==> src/rtl/wmerge_buf.sv <==
module wmerge_buf #(
  parameter int AW     = 32,
  parameter int IDLE_W = 8
) (
  input  logic              clk,
  input  logic              rst_n,
  input  logic              cfg_merge_en,
  input  logic [AW-1:0]     cfg_win_base,
  input  logic [AW-1:0]     cfg_win_mask,
  input  logic [IDLE_W-1:0] cfg_idle_limit,
  input  logic              up_valid,
  output logic              up_ready,
  input  logic              up_write,
  input  logic [AW-1:0]     up_addr,
  input  logic [31:0]       up_wdata,
  input  logic [3:0]        up_be,
  output logic              dn_valid,
  input  logic              dn_ready,
  output logic              dn_write,
  output logic [AW-1:0]     dn_addr,
  output logic [31:0]       dn_wdata,
  output logic [3:0]        dn_be
);

  localparam logic [IDLE_W-1:0] IDLE_MAX = '1;

  logic              pend_v;
  logic [AW-1:0]     pend_addr;
  logic [31:0]       pend_data;
  logic [3:0]        pend_be;
  logic [IDLE_W-1:0] idle_cnt;

  logic [AW-1:0] req_dw;
  logic in_win, mergeable, hit, out_free, timed_out;
  logic take, new_pend, merge_now, flush, fwd;

  assign req_dw    = {up_addr[AW-1:2], 2'b00};
  assign in_win    = (up_addr & cfg_win_mask) == cfg_win_base;
  assign mergeable = up_write && cfg_merge_en && in_win;
  assign hit       = pend_v && mergeable && (pend_addr == req_dw);
  assign out_free  = !dn_valid || dn_ready;
  assign timed_out = pend_v && !up_valid && (idle_cnt >= cfg_idle_limit);
  assign up_ready  = take;

  always_comb begin
    take = 1'b0; new_pend = 1'b0; merge_now = 1'b0; flush = 1'b0; fwd = 1'b0;
    if (up_valid) begin
      if (hit) begin
        take = 1'b1; merge_now = 1'b1;
      end else if (mergeable) begin
        if (!pend_v) begin
          take = 1'b1; new_pend = 1'b1;
        end else if (out_free) begin
          take = 1'b1; new_pend = 1'b1; flush = 1'b1;
        end
      end else if (pend_v) begin
        flush = out_free;
      end else if (out_free) begin
        take = 1'b1; fwd = 1'b1;
      end
    end else if (timed_out && out_free) begin
      flush = 1'b1;
    end
  end

  always_ff @(posedge clk) begin
    if (!rst_n) begin
      pend_v    <= 1'b0;
      pend_addr <= '0;
      pend_data <= '0;
      pend_be   <= '0;
    end else if (new_pend) begin
      pend_v    <= 1'b1;
      pend_addr <= req_dw;
      pend_data <= up_wdata;
      pend_be   <= up_be;
    end else if (merge_now) begin
      for (int i = 0; i < 4; i++)
        if (up_be[i]) pend_data[8*i +: 8] <= up_wdata[8*i +: 8];
      pend_be <= pend_be | up_be;
    end else if (flush) begin
      pend_v <= 1'b0;
    end
  end

  always_ff @(posedge clk) begin
    if (!rst_n || new_pend || merge_now || up_valid)
      idle_cnt <= '0;
    else if (pend_v && idle_cnt != IDLE_MAX)
      idle_cnt <= idle_cnt + 1'b1;
  end

  always_ff @(posedge clk) begin
    if (!rst_n) begin
      dn_valid <= 1'b0;
      dn_write <= 1'b0;
      dn_addr  <= '0;
      dn_wdata <= '0;
      dn_be    <= '0;
    end else if (flush) begin
      dn_valid <= 1'b1;
      dn_write <= 1'b1;
      dn_addr  <= pend_addr;
      dn_wdata <= pend_data;
      dn_be    <= pend_be;
    end else if (fwd) begin
      dn_valid <= 1'b1;
      dn_write <= up_write;
      dn_addr  <= req_dw;
      dn_wdata <= up_wdata;
      dn_be    <= up_be;
    end else if (dn_ready) begin
      dn_valid <= 1'b0;
    end
  end

  p_hold_r9: assert property (@(posedge clk) disable iff (!rst_n)
    dn_valid && !dn_ready |=> dn_valid && $stable(dn_addr) && $stable(dn_wdata)
                              && $stable(dn_be) && $stable(dn_write));

  p_align_r11: assert property (@(posedge clk) disable iff (!rst_n)
    dn_valid |-> dn_addr[1:0] == 2'b00);

  p_outside_r4: assert property (@(posedge clk) disable iff (!rst_n)
    up_valid && up_ready && up_write && !in_win
      |=> dn_valid && dn_write && dn_be == $past(up_be) && dn_wdata == $past(up_wdata));

  p_nomerge_r5: assert property (@(posedge clk) disable iff (!rst_n)
    up_valid && up_ready && up_write && !cfg_merge_en
      |=> dn_valid && dn_be == $past(up_be) && dn_addr == $past(req_dw));

  p_read_r6: assert property (@(posedge clk) disable iff (!rst_n)
    up_valid && up_ready && !up_write |=> dn_valid && !dn_write && dn_be == $past(up_be));

  p_stall_r10: assert property (@(posedge clk) disable iff (!rst_n)
    up_valid && !mergeable && dn_valid && !dn_ready |-> !up_ready);

endmodule

==> config.mk <==
export PLATFORM = sky130hd
export DESIGN_NAME = wmerge_buf
export DESIGN_NICKNAME = d
export VERILOG_FILES = /design/src/rtl/wmerge_buf.sv
export SDC_FILE = /design/constraint.sdc
export NUM_CORES = 1
export LEC_CHECK = 0
export CAP_MARGIN = 5
export CELL_PAD_IN_SITES_DETAIL_PLACEMENT = 0
export CELL_PAD_IN_SITES_GLOBAL_PLACEMENT = 1
export CORE_UTILIZATION = 37
export DETAILED_ROUTE_END_ITERATION = 10
export DONT_BUFFER_PORTS = 1
export PLACE_DENSITY_LB_ADDON = 0.1
export SYNTH_ARGS = -nofsm -noshare
export SYNTH_HDL_FRONTEND = slang
export SYNTH_SLANG_ARGS = --single-unit
==> constraint.sdc <==
create_clock -name clk -period 4.6 [get_ports clk]
set_input_delay 1.15 -clock clk [delete_from_list [all_inputs] [get_ports clk]]
set_output_delay 1.15 -clock clk [all_outputs]
set_load 0.02 [all_outputs]
==> flow_summary_export.csv <==
group,metric,value,unit
yosys,synth_seq_area_share,39.9,%
grt,antenna_found_initial,0,
layout,layout.cells.non_filler,1048,
critical_path,rrSetupSlack,1840,ps
placement,dp.final_hpwl,13700,µm
flow_run,maxCapViolCount,0,
yosys,postSynth.asyncResetShare,0,%
yosys,netlist_instances,804,
layout,layout_commonest_cell,"nand2_1",
layout,nFillCells,1859,
critical_path,worst_path_max_delay_cell,"a211oi_1",
timing,max_freq,236,MHz
floorplanning,die_w,141,µm
placement,gp_congestion,0.752,
layout,nets,930,
yosys,synth_warnings,0,
worst_hold_path,whs_endpoint,"pend_be[0]",
cts,clock_latency,420,ps
grt,grt_max_degree,169,
routing,wl_per_cell,19.7,µm
routing,drc_errors,0,
yosys,synth_top_area_cell,"dfxtp_1",
yosys,ys_ff_latch,143,
yosys,synth.distinct_cells,43,
critical_path,r2r_cells,8,
grt,grtUsageTotal,20.6,%
critical_path,crit_chain,"a21o_1 > a211oi_1 > nand4_1 > nor4_4 > and2_1 > a21boi_0 > o221a_2",
layout,area_growth,10.3,%
timing,finalHoldViolCount,0,
routing,avgViaCountPerCell,5.47,
critical_path,path_buf_inv,0,
yosys,ys.flop_type,"dfxtp_1",
cts,numCtsBuffers,17,
floorplanning,ios,217,
layout,diodes,0,
timing,tns,0,ps
placement,port_buffers,0,
critical_path,worst_path_largest_cell_delay,500,ps
cts,cts_resized,0,
yosys,synth_area,7170,µm²
layout,layout.cells.most_common_list,"147 x nand2_1, 143 x dfxtp_1, 100 x mux2i_1, 82 x a21oi_1, 66 x o31ai_1",
cts,cts_hold_buf,0,
floorplanning,core_area,18800,µm²
timing,fin_hold_ws,451,ps
routing,drt_iter0_markers,295,
timing,slew_headroom,41.6,%
critical_path,path_max_fanout,3,
layout,seq_area,2860,µm²
grt,grt_first_pass_wirelength,31100,µm
power_and_ir_drop,ir_worst_vdd,0.257,mV
floorplanning,row_count,50,
routing,num_vias,5729,
yosys,postSynthAreaPerCell,8.92,µm²
yosys,synth_edf_count,0,
timing,slew_viol_final,0,
cts,h-tree-depth,4,
routing,wirelength,20700,µm
critical_path,startpoint_type,"input port",
critical_path,cp_data_required_time,3450,ps
timing,min_period_over_period,92.2,%
worst_hold_path,hold_depth,2,
grt,grt_pass1_vias,5530,
critical_path,r2r-end,"pend_data[15]",
layout,multi_input_area,3980,µm²
yosys,yosys-top-cells-area,"dfxtp_1 40%, mux2i_1 14%, nand2_1 7.7%, o31ai_1 6.9%, a21oi_1 5.7%",
critical_path,cp.depth,7,
routing,ant_nets,0,
power_and_ir_drop,powerDensity,385,nW/µm²
timing,finClkSkew,12.4,ps
placement,place_inst,1016,
cts,cts_root_buf,"clkbuf_16",
floorplanning,die_area,19900,µm²
routing,dr.pass1.iters,4,
floorplanning,die_h,141,µm
power_and_ir_drop,finalPower,3.04,mW
cts,clockBufferDepth,2,
cts,cts_setup_buffers,0,
power_and_ir_drop,cellLeakagePower,3.20,nW
critical_path,timing.rr.start,"pend_addr[20]",
floorplanning,initial_core_util,38.1,%
timing,worstMarginPinSlew,875,ps
layout,drive_above_1_share,6.47,%
yosys,yosys.area.top_type_share,39.9,%
critical_path,worstSetupPathType,"input port to primary output",
critical_path,arrival,3090,ps
timing,setup_violations,0,
timing,rsz0062_at_grt,"false",
timing,period_minus_slack,4240,ps
worst_hold_path,hold_start,"pend_be[0]",
cts,clock-sinks,143,
worst_hold_path,hold_path_class,"register to register",
cts,cts_tree,"yes",
critical_path,critPathCaptureType,"primary output",
grt,grt-ovfl-total,0,
cts,path_clk_slew,60,ps
outcome,status,"finished, final reports clean",
critical_path,critPathTopFamily,"compound AO/OA/AOI/OAI gates",
==> metal layers <==
metal,vias up,global-route usage (%),share of wire [%]
li1,2809,-,-
met1,2729,26.3,45
met2,182,33.0,47
met3,9,6.93,7.8
met4,0,5.55,0.83
met5,-,0,0
==> synthesized netlist by cell type, drive strengths merged, types with 7 or more instances <==
master and instances:
nand2 147, dfxtp 143, mux2i 100, a21oi 86
o31ai 66, a21boi 42, buf 30, clkbuf 29
xor2 26, xnor2 22, nand4 14, and3 13
inv 11, nor2 10, ha 9, o21ai 7
==> worst min-delay path, stage by stage (launching register included) <==
cell,delay [ps]
dfxtp_1,310
nand2_1,50
a21boi_1,50
==> power by group <==
| group | switching (mW) | internal [mW] | total [mW] | leakage (nW) |
|---|---|---|---|---|
| Sequential | 0.0772 | 1.28 | 1.35 | 1.16 |
| Combinational | 0.0943 | 0.0983 | 0.193 | 1.74 |
| Clock | 0.566 | 0.928 | 1.49 | 0.301 |
==> cells by family after synthesis <==
kind of cell	Yosys count	synth area share, %
AOI/OAI and AO/OA	221	20.3
and+or+nand+nor	212	13.3
DFF	143	39.9
muxes	100	14.0
buffers and inverters	70	4.99
xor gates and xnor gates	48	5.86
adders and majority gates	9	1.57
other	1	0.0523
==> per-stage QoR <==
step                worst slack [ps]  cell area [µm²]  util (%)
finish                           360             7910      42.0
global route                     243             7910      42.0
CTS                              366             7910      42.0
detailed placement               375             7280      38.7
global placement                 421             7280      38.7
floorplan                        736             7180         -
==> registers in the layout, summed over array words and instances, names as in the netlist, 4 cells and up <==
signal     cells
dn_addr       30
dn_be          4
dn_wdata      32
idle_cnt       8
pend_addr     30
pend_be        4
pend_data     32
==> how the worst max path moves through the flow <==
stage | start | to | slack, ps
final | cfg_win_mask[4] | up_ready | 360
after global routing | cfg_win_mask[4] | up_ready | 240
after global placement | cfg_win_mask[4] | up_ready | 420
after detailed placement | cfg_win_mask[4] | up_ready | 370
after CTS | cfg_win_mask[4] | up_ready | 370
after floorplan | cfg_win_mask[14] | up_ready | 740
==> cell type report <==
class | count | share of cell area [%]
Tap cell | 260 | 4.11
Clock buffer | 20 | 5.65
Multi-Input combinational cell | 592 | 50.3
Timing Repair Buffer | 10 | 0.949
Inverter | 11 | 0.522
Sequential cell | 143 | 36.2
Clock inverter | 12 | 2.33
No activity file was read; power rests on OpenSTA's default activity.
